--- config.mk ---
export PLATFORM = sky130hd
export DESIGN_NAME = rst_stretch_log
export DESIGN_NICKNAME = d
export VERILOG_FILES = /design/src/rtl/rst_stretch_log.sv
export SDC_FILE = /design/constraint.sdc
export NUM_CORES = 1
export LEC_CHECK = 0
export BUFFER_PORTS_ARGS = -buffer_cell sky130_fd_sc_hd__buf_4
export CORE_ASPECT_RATIO = 0.8
export CORE_MARGIN = 4
export CORE_UTILIZATION = 48
export CTS_CLUSTER_SIZE = 14
export DETAILED_ROUTE_END_ITERATION = 7
export GPL_TIMING_DRIVEN = 0
export PLACE_DENSITY = 0.78
export SLEW_MARGIN = 25
export SYNTH_ARGS = -nofsm -noshare
export SYNTH_HDL_FRONTEND = slang
export SYNTH_SLANG_ARGS = --single-unit
export TNS_END_PERCENT = 1
--- constraint.sdc ---
create_clock -name clk -period 1.9 [get_ports clk]
set_input_delay 0.19 -clock clk [delete_from_list [all_inputs] [get_ports clk]]
set_output_delay 0.19 -clock clk [all_outputs]
set_load 0.03 [all_outputs]
--- src/rtl/rst_stretch_log.sv ---
module rst_stretch_log #(
  parameter int LEN_W   = 4,
  parameter int MIN_LEN = 3,
  parameter int DEF_LEN = 4,
  parameter int DW      = 8
) (
  input  logic          clk,
  input  logic          rst_n,
  input  logic          pad_rst_n,
  input  logic          tick_32k,
  input  logic          ape_rst,
  input  logic          c2c_rst,
  input  logic          reg_we,
  input  logic [1:0]    reg_addr,
  input  logic [DW-1:0] reg_wdata,
  output logic [DW-1:0] reg_rdata,
  output logic          warm_rst,
  output logic          ext_por
);
  localparam logic [1:0] A_LEN = 2'd0;
  localparam logic [1:0] A_POR = 2'd1;
  localparam logic [1:0] A_STS = 2'd2;
  localparam int NSRC = 3;

  logic [LEN_W-1:0] len_q, eff_len, cnt_q;
  logic             arm_q, por_q, ape_q, c2c_q;
  logic [NSRC-1:0]  sts_q, sts_set, sts_clr;
  logic             pad_act, we_len, we_por, we_sts, stretch_end;

  assign pad_act = !pad_rst_n;
  assign we_len  = reg_we && reg_addr == A_LEN;
  assign we_por  = reg_we && reg_addr == A_POR;
  assign we_sts  = reg_we && reg_addr == A_STS;
  assign eff_len = (len_q < LEN_W'(MIN_LEN)) ? LEN_W'(MIN_LEN) : len_q;

  assign stretch_end = !pad_act && tick_32k && cnt_q == LEN_W'(1);
  assign warm_rst    = pad_act || cnt_q != '0;
  assign ext_por     = por_q;

  always_ff @(posedge clk or negedge rst_n) begin
    if (!rst_n) begin
      cnt_q <= '0;
    end else if (pad_act) begin
      cnt_q <= eff_len;
    end else if (tick_32k && cnt_q != '0) begin
      cnt_q <= cnt_q - LEN_W'(1);
    end
  end

  always_ff @(posedge clk or negedge rst_n) begin
    if (!rst_n) begin
      len_q <= LEN_W'(DEF_LEN);
      arm_q <= 1'b0;
      por_q <= 1'b0;
    end else begin
      if (we_len) len_q <= reg_wdata[LEN_W-1:0];
      if (we_por) begin
        arm_q <= reg_wdata[0];
        por_q <= reg_wdata[1] && reg_wdata[0] && arm_q;
      end
    end
  end

  assign sts_set = {c2c_q && !c2c_rst, ape_q && !ape_rst, stretch_end};
  assign sts_clr = we_sts ? reg_wdata[NSRC-1:0] : '0;

  always_ff @(posedge clk or negedge rst_n) begin
    if (!rst_n) begin
      sts_q <= '0;
      ape_q <= 1'b0;
      c2c_q <= 1'b0;
    end else begin
      sts_q <= (sts_q & ~sts_clr) | sts_set;
      ape_q <= ape_rst;
      c2c_q <= c2c_rst;
    end
  end

  always_comb begin
    reg_rdata = '0;
    case (reg_addr)
      A_LEN:   reg_rdata[LEN_W-1:0] = len_q;
      A_POR:   reg_rdata[1:0] = {por_q, arm_q};
      A_STS:   reg_rdata[NSRC-1:0] = sts_q;
      default: reg_rdata = '0;
    endcase
  end

  AST_HOLD_WHILE_PAD: assert property (@(posedge clk) disable iff (!rst_n)
    !pad_rst_n |=> warm_rst);
  AST_NO_EARLY_RELEASE: assert property (@(posedge clk) disable iff (!rst_n)
    $fell(warm_rst) |-> $past(tick_32k));
  AST_LEN_FLOOR: assert property (@(posedge clk) disable iff (!rst_n)
    $rose(pad_rst_n) |-> cnt_q >= LEN_W'(MIN_LEN));
  AST_RELEASE_LOGGED: assert property (@(posedge clk) disable iff (!rst_n)
    $fell(warm_rst) |-> sts_q[0]);
  AST_STICKY_STATUS: assert property (@(posedge clk) disable iff (!rst_n)
    ((~sts_q & $past(sts_q)) != '0) |-> $past(we_sts));
  AST_POR_NEEDS_ARM: assert property (@(posedge clk) disable iff (!rst_n)
    ext_por |-> arm_q);
endmodule

==> results.cfg, run 1 <==
[clock_tree]
cts.sinks = 15
clock_latency_ns = 0.29
clockBufferDepth = 2
cts_root_buf = clkbuf_4
cts-buffers-inserted = 3
cts_tree = done
cts_max_level = 1
clk_pin_slew_ns = 0.10

[floorplan]
die_area_um2 = 2461
die_x_um = 54.48
initial_core_util = 0.5100
num_rows = 13
ios = 27
coreArea_um2 = 1627
fp.dieH_um = 45.18

[sta]
rsz0062_at_grt = no
setup_viol = 0
max_freq_ghz = 0.6448
finalSetupTns_ns = 0
hold_ws_ns = 0.1220
finalHoldViolCount = 0
drv_slew = 0
min_period_ns = 1.551
min_period_over_period = 0.8162
worst_clock_skew_ns = 0.003122

[finish]
fillCellCount = 140
layoutNonFillerInstCount = 127
final_cell_area_um2 = 1056
nets = 126
final_common_cell = buf_4
drive_above_1_share = 0.3714
diodes = 0
synthToLayoutAreaGrowth_pct = 27.30
final_cell_mix = buf_4, dfrtp_1, nor2_1, mux2_2, inv_1

[worst_setup_path]
path_depth = 4
r2r_start = cnt_q[0]$_DFFE_PN0P_
path_delay_family = flip-flops
path_buf_inv = 1
start_kind = register
cp_max_fo = 5
reg2regPathDepth = 4
cp.arrival_ns = 1.74
cp_slowest_stage_delay_ns = 0.44
critical_path_class = reg2reg
rrSetupSlack_ns = 0.35
crit_chain = inv_1 > ha_1 > a31oi_1 > mux2_2
reg2reg_to = cnt_q[0]$_DFFE_PN0P_
critPathCaptureType = register
required_ns = 2.09
slowest_stage = dfrtp_1

[place]
hpwl_um = 1280
post_dp_cell_area_um2 = 996.0
routabilityCongestion = 0.7159
port_buffers = 17
dp_cells = 120

[global_route]
track_usage = 0.1666
grt-ovfl-total = 0
grt_max_degree = 16
grt_pass1_vias = 615
antenna_found_initial = 0
grt_pass1_wl_um = 2794

[route]
wl_per_cell_um = 12.95
drtIter0Drc = 12
dr.pass1.iters = 4
num_vias = 656
antenna_left = 0
totalWireLength_um = 1645
viasPerCell = 5.165
drc = 0

[yosys]
synth.top_cells.by_area = dfrtp_1, mux2_2, mux2i_1
synth_cell_type_count = 26
yosys_warnings = 0
synth_area_um2 = 829.5
synth_seq_cells = 15
netlist_instances = 78
synth-seq-area-share = 0.4540
synth_top_area_frac = 0.4223
avgSynthCellArea_um2 = 10.64
yosysTopAreaCell = dfrtp_1

[worst_hold_path]
hold_depth = 2
hold_start = reg_wdata[3]
min_path_type = in2reg
whs_endpoint = len_q[3]$_DFFE_PN0P_

[status]
status = complete, no violations

[flow_run]
maxCapViolations = 0

[pwr]
power.total_mw = 0.9330
ir_worst_vdd_mv = 0.5500
p_leak_nw = 0.5107
powerDensity_nw_per_um2 = 883.5
[layer usage]
layer	global-route usage	wire, um	share of wire	vias to the layer above
li1	-	-	-	319
met1	0.2158	764	0.46	310
met2	0.2554	730	0.44	23
met3	0.05941	123	0.075	4
met4	0.05970	27	0.016	0
met5	0	0	0	-
[stage by stage]
step | utilization | setup WS [ns]
finish | 0.6492 | 0.3492
global route | 0.6492 | 0.2525
CTS | 0.6492 | 0.3525
detailed placement | 0.6123 | 0.3694
global placement | 0.6123 | 0.3895
floorplan | - | 0.3963
[final cells by class]
| cell class | count | area, um^2 | area share |
|---|---|---|---|
| plain buffers | 6 | 40.04 | 0.03791 |
| clock buffers | 3 | 22.52 | 0.02133 |
| clock inverters | 1 | 7.507 | 0.007109 |
| inverters | 6 | 22.52 | 0.02133 |
| multi-input cells | 54 | 401.6 | 0.3803 |
| flip-flops and latches | 15 | 376.6 | 0.3566 |
| well taps | 22 | 27.53 | 0.02607 |
| repair buffers | 20 | 157.7 | 0.1493 |
[logic make-up after synthesis]
kind of cell	count (synthesis)	share of synthesized area
DFF	15	0.4540
AOI/OAI and AO/OA	13	0.1086
buffers and inverters	12	0.07541
and+or+nand+nor	23	0.1689
other	1	0.004521
muxes	11	0.1433
adders and majority gates	3	0.04525
[worst max-delay path by stage]
| stage | end | slack (ns) | startpoint |
|---|---|---|---|
| 3_5_place_dp | cnt_q[0]$_DFFE_PN0P_ | 0.37 | cnt_q[0]$_DFFE_PN0P_ |
| 5_1_grt | cnt_q[0]$_DFFE_PN0P_ | 0.25 | cnt_q[0]$_DFFE_PN0P_ |
| 3_3_place_gp | cnt_q[1]$_DFFE_PN0P_ | 0.39 | cnt_q[0]$_DFFE_PN0P_ |
| 2_1_floorplan | reg_rdata[1] | 0.40 | ext_por$_DFFE_PN0P_ |
| 4_1_cts | cnt_q[0]$_DFFE_PN0P_ | 0.35 | cnt_q[0]$_DFFE_PN0P_ |
| 6_report | cnt_q[0]$_DFFE_PN0P_ | 0.35 | cnt_q[0]$_DFFE_PN0P_ |
[cell usage after synthesis]
library cell and instances:
nor3b_4 1, nand3b_1 1, conb_1 1, nor2_1 7
a22oi_1 2, a41o_1 1, nor2b_4 1, nor3b_1 1
dfstp_2 1, mux2i_1 4, ha_1 3, a211o_1 1
nor4b_2 1, a21oi_1 1, nand3_1 4, buf_2 2
a31oi_1 3, or2_2 1, dfrtp_1 14, o21ai_0 3
nand2_1 5, a22o_1 2, mux2_2 7, buf_4 4
inv_1 6, nor2b_1 1
[registers in the layout, summed over array words and instances, names as in the netlist]
name	flops
cnt_q	4
len_q	4
sts_q	3
ext_por	1
arm_q	1
c2c_q	1
ape_q	1
[timing repair]
item	4_1_cts	5_1_grt
setup buffers	0	0
hold buffers	3	0
gates resized for setup	0	0
endpoints found under the hold margin	17	0
[where the power goes]
| group | internal (mW) | switching [mW] |
|---|---|---|
| Clock | 0.0802 | 0.114 |
| Sequential | 0.385 | 0.0570 |
| Combinational | 0.144 | 0.152 |
Power figures use the tool's default switching activity.
==> run 2, diff against run 1 <==
==> constraint.sdc (replaced) <==
create_clock -name clk -period 1.59 [get_ports clk]
set_input_delay 0.159 -clock clk [delete_from_list [all_inputs] [get_ports clk]]
set_output_delay 0.159 -clock clk [all_outputs]
set_load 0.03 [all_outputs]
==> run 2 against run 1 <==
Sequential power grew 20%. Cell count is the same. Power grew 20%. Largest power group unchanged. Die area is the same. Clock power grew 18%. Combinational power grew 22%. Register-to-register slack lost 0.15 ns. Critical endpoint is now warm_rst. Routed wire length grew 0.36%. Via count is the same.
==> results.cfg, run 2 (synthesis gave the netlist of run 1 again) <==
[worst_setup_path]
critical_path_class = reg2out
required_ns = 1.43
cp_max_fo = 5
r2r_start = cnt_q[0]$_DFFE_PN0P_
start_kind = register
critPathCaptureType = output port
rrSetupSlack_ns = 0.20
crit_start = cnt_q[0]$_DFFE_PN0P_
cp.arrival_ns = 1.32
endpoint = warm_rst
reg2reg_to = cnt_q[0]$_DFFE_PN0P_
reg2regPathDepth = 4

[sta]
max_freq_ghz = 0.6775
worst_clock_skew_ns = 0.007411
finalSetupTns_ns = 0
rsz0062_at_grt = no
setup_viol = 0
drv_slew = 0
finalHoldViolCount = 0
hold_ws_ns = 0.09082
min_period_over_period = 0.9283
min_period_ns = 1.476

[floorplan]
fp.dieH_um = 45.18
ios = 27
die_x_um = 54.48
num_rows = 13
die_area_um2 = 2461
coreArea_um2 = 1627
initial_core_util = 0.5100

[route]
drtIter0Drc = 8
drc = 0
antenna_left = 0
wl_per_cell_um = 13.00
viasPerCell = 5.165
num_vias = 656
dr.pass1.iters = 4
totalWireLength_um = 1651

[finish]
diodes = 0
synthToLayoutAreaGrowth_pct = 28.51
nets = 126
top_regs = cnt_q (4), len_q (4), sts_q (3)
final_cell_mix = buf_4, dfrtp_1, nor2_1, mux2_2, inv_1
final_common_cell = buf_4
drive_above_1_share = 0.4000

[pwr]
powerDensity_nw_per_um2 = 1051
p_leak_nw = 0.5084
ir_worst_vdd_mv = 0.6570

[place]
hpwl_um = 1280
routabilityCongestion = 0.7159
port_buffers = 17

[clock_tree]
clockBufferDepth = 2
clock_latency_ns = 0.29
cts.sinks = 15
cts_tree = done
clk_pin_slew_ns = 0.10
cts_max_level = 1
cts_root_buf = clkbuf_4
cts-buffers-inserted = 3

[global_route]
antenna_found_initial = 0
grt_max_degree = 16
track_usage = 0.1666
grt_pass1_vias = 615
grt-ovfl-total = 0
grt_pass1_wl_um = 2794

[status]
status = complete, no violations

[flow_run]
maxCapViolations = 0

[worst_hold_path]
min_path_type = in2reg
-- run 2: cell types whose count changed in the layout (fill, tap and decap cells not counted) --
cell,previous run,this run
a31oi_1,3,2
a31oi_2,0,1
dfrtp_1,14,13
dfrtp_2,0,1
ha_1,3,2
ha_2,0,1
-- run 2: worst min-delay path by stage --
stage | endpoint | cells after the start | startpoint
4_1_cts | len_q[3]$_DFFE_PN0P_ | 2 | reg_wdata[3]
2_1_floorplan | ape_q$_DFF_PN0_ | 0 | rst_n
3_5_place_dp | len_q[1]$_DFFE_PN0P_ | 1 | rst_n
6_report | len_q[3]$_DFFE_PN0P_ | 2 | reg_wdata[3]
3_3_place_gp | ape_q$_DFF_PN0_ | 1 | rst_n
5_1_grt | len_q[3]$_DFFE_PN0P_ | 2 | reg_wdata[3]
-- run 2: routing by layer --
metal  global-route usage  share of wire  vias up
li1                     -              -      318
met1               0.2158           0.45      311
met2               0.2554           0.44       23
met3              0.05941          0.084        4
met4              0.05970          0.017        0
met5                    0              0        -
-- run 2: repair_timing --
item / in CTS / in global routing
setup buffers: 0 / 0
hold buffers: 3 / 0
gates resized for setup: 0 / 3
endpoints found under the setup margin: 0 / 3
endpoints found under the hold margin: 17 / 0
-- run 2: final cells by class --
class                   count  area (um^2)
fillers                   137        560.5
multi-input cells          54        410.4
flip-flops and latches     15        377.9
repair buffers             20        157.7
plain buffers               6        40.04
well taps                  22        27.53
clock buffers               3        22.52
inverters                   6        22.52
clock inverters             1        7.507
-- run 2: worst max-delay path, cell delays in order (launching register included) --
cell and delay (ns):
dfrtp_2 0.45, inv_1 0.09, ha_2 0.22, nand3_1 0.09
buf_4 0.18
-- run 2: stage by stage --
stage | total power, mW | area, um^2 | util | setup slack, ns | instances
floorplan | 0.7695 | 840.8 | - | 0.1173 | 81
global placement | 0.8711 | 996.0 | 0.6123 | 0.07954 | 120
detailed placement | 0.8844 | 996.0 | 0.6123 | 0.05939 | 120
CTS | 1.125 | 1056 | 0.6492 | 0.04250 | 127
global route | 1.208 | 1066 | 0.6554 | 0.01632 | 127
finish | 1.121 | 1066 | 0.6554 | 0.1139 | 127
-- run 2: where the power goes --
part | leakage (nW) | switching [mW] | total [mW] | internal, mW
sequential | 0.171 | 0.0686 | 0.530 | 0.462
clock | 0.0139 | 0.132 | 0.228 | 0.0959
combinational | 0.323 | 0.185 | 0.362 | 0.177
==> run 3, diff against run 2 <==
--- a/config.mk
+++ b/config.mk
@@ -5,14 +5,14 @@
 export SDC_FILE = /design/constraint.sdc
 export NUM_CORES = 1
 export LEC_CHECK = 0
+export ABC_AREA = 1
 export BUFFER_PORTS_ARGS = -buffer_cell sky130_fd_sc_hd__buf_4
-export CORE_ASPECT_RATIO = 0.8
 export CORE_MARGIN = 4
-export CORE_UTILIZATION = 48
+export CORE_UTILIZATION = 52
 export CTS_CLUSTER_SIZE = 14
 export DETAILED_ROUTE_END_ITERATION = 7
 export GPL_TIMING_DRIVEN = 0
-export PLACE_DENSITY = 0.78
+export PLACE_DENSITY = 0.83
 export SLEW_MARGIN = 25
 export SYNTH_ARGS = -nofsm -noshare
 export SYNTH_HDL_FRONTEND = slang
==> constraint.sdc (replaced) <==
create_clock -name clk -period 1.7 [get_ports clk]
set_input_delay 0.17 -clock clk [delete_from_list [all_inputs] [get_ports clk]]
set_output_delay 0.17 -clock clk [all_outputs]
set_load 0.03 [all_outputs]
==> run 3 against run 2 <==
Setup slack improved by 0.10 ns. Highest routed layer unchanged. Critical path type unchanged. Register-to-register slack improved by 0.30 ns. Global-route usage rose by 1.6 points. Power fell by 6.5%. Largest cell class is now flip-flops and latches. Clock-buffer cell count rose by 1. Sequential share of layout area rose by 0.18 points.
==> results.cfg, run 3 <==
[status]
status = complete, no violations

[clock_tree]
cts_resized = 0
clk_pin_slew_ns = 0.09
cts-buffers-inserted = 3
clockBufferDepth = 2
clock_latency_ns = 0.29
cts_tree = done
cts_max_level = 1
cts.sinks = 15
cts_root_buf = clkbuf_4

[sta]
setup_viol = 0
max_freq_ghz = 0.6743
drv_slew = 0
min_period_over_period = 0.8723
rsz0062_at_grt = no
worst_clock_skew_ns = 0.008298
finalSetupTns_ns = 0
finalHoldViolCount = 0
min_period_ns = 1.483

[finish]
drive_above_1_share = 0.2000
synthToLayoutAreaGrowth_pct = 25.56
diodes = 0
final_common_cell = nand2_1
top_regs = cnt_q (4), len_q (4), sts_q (3)
nets = 161
final_cell_mix = nand2_1, buf_4, inv_1

[yosys]
synthArstFlopShare = 1.000
yosysMostFrequentCell = nand2_1
synth_cell_type_count = 18
synth_top_area_frac = 0.4160
yosysTopAreaCell = dfrtp_1
synth_seq_cells = 15
synth.top_cells.by_area = dfrtp_1, nand2_1, inv_1
synth_flop_cell = dfrtp_1
synth_edf_count = 0
yosys_warnings = 0
synth-seq-area-share = 0.4473
netlist_instances = 113
synth_area_um2 = 842.1
avgSynthCellArea_um2 = 7.452
yosys-top-cells-count = nand2_1, inv_1, dfrtp_1, nand3_1, o21ai_0

[global_route]
track_usage = 0.1826
grt_pass1_wl_um = 2939
grt_pass1_vias = 710
grt_max_degree = 16
grt-ovfl-total = 0
antenna_found_initial = 0

[route]
num_vias = 773
dr_wl_met2_um = 819
totalWireLength_um = 1693
viasPerCell = 4.955
wl_met1_um = 771
wl_per_cell_um = 10.85
antenna_left = 0
drc = 0
drtIter0Drc = 11
dr.pass1.iters = 4
met3_length_um = 67
routed.top_layer = met4

[pwr]
powerDensity_nw_per_um2 = 991.3
p_leak_nw = 0.5765
power.total_mw = 1.048
ir_worst_vdd_mv = 0.6261

[worst_setup_path]
start_kind = register
cp_slowest_stage_delay_ns = 0.42
critical_path_class = reg2out
path_delay_family = flip-flops
cp_max_fo = 4
crit_chain = inv_1 > ha_1 > nand3_1 > buf_4
path_buf_inv = 2
critPathCaptureType = output port
slowest_stage = dfrtp_1
rrSetupSlack_ns = 0.50
required_ns = 1.53
cp.arrival_ns = 1.31

[floorplan]
coreArea_um2 = 1524
initial_core_util = 0.5525
num_rows = 14
ios = 27
fp.dieH_um = 48.24
die_x_um = 48.24
die_area_um2 = 2327

[worst_hold_path]
min_path_type = in2reg

[place]
hpwl_um = 1324
routabilityCongestion = 0.8072
port_buffers = 17

[flow_run]
maxCapViolations = 0
run 3: per-stage QoR:
step                instances  worst slack (ns)    util  hold slack, ns  cell area, um^2
finish                    156            0.2170  0.6938          0.1281             1057
global route              156            0.1323  0.6938          0.1228             1057
global placement          149            0.5264  0.6568         0.03341             1001
floorplan                 116            0.2811       -         -0.1256            853.3
CTS                       156            0.2018  0.6938          0.1167             1057
detailed placement        149            0.4992  0.6568         0.03521             1001
run 3: power breakdown:
| group | internal (mW) | switching, mW |
|---|---|---|
| sequential | 0.431 | 0.0595 |
| combinational | 0.142 | 0.210 |
| clock | 0.0913 | 0.115 |
| total | 0.664 | 0.384 |
run 3: cells by family (layout without fill, tap and decap cells):
logic type               count (synthesis)  count (layout)  synth area share
AO/OA/AOI/OAI                           16              16            0.1040
adder cells (fa/ha/maj)                  3               3           0.04458
buffers and inverters                   25              49            0.1382
flip-flops                              15              15            0.4473
other                                    1               4          0.004453
AND/OR/NAND/NOR                         53              53            0.2615
run 3: timing repair:
action / 4_1_cts / 5_1_grt
hold buffers: 3 / 0
setup buffers: 0 / 0
hold endpoints to repair: 17 / 0
run 3: area by class of cell:
| class | count | area, um^2 |
|---|---|---|
| plain buffers | 5 | 41.29 |
| clock buffers | 4 | 26.28 |
| fillers | 127 | 466.7 |
| inverters | 20 | 75.07 |
| multi-input cells | 76 | 360.3 |
| flip-flops and latches | 15 | 376.6 |
| well taps | 16 | 20.02 |
| repair buffers | 20 | 157.7 |
run 3: path summary, 6_finish.rpt:
path	end	depth (start not counted)	startpoint
max	warm_rst	4	cnt_q[0]$_DFFE_PN0P_
min	arm_q$_DFFE_PN0P_	3	reg_wdata[0]
max reg2reg	cnt_q[3]$_DFFE_PN0P_	7	cnt_q[0]$_DFFE_PN0P_
min reg2reg	len_q[2]$_DFFE_PN1P_	2	len_q[2]$_DFFE_PN1P_
max in group asynchronous	len_q[2]$_DFFE_PN1P_	2	rst_n
min in group asynchronous	sts_q[0]$_DFF_PN0_	2	rst_n
run 3: per-layer routing:
metal | track usage | vias to the layer above
met5 | 0 | -
met1 | 0.2425 | 353
met2 | 0.2891 | 17
li1 | - | 399
met3 | 0.02214 | 4
met4 | 0.09677 | 0
run 3: worst min-delay path, stage by stage:
cell and delay, ns:
buf_4 0.08, nand2_1 0.06, o21ai_0 0.07
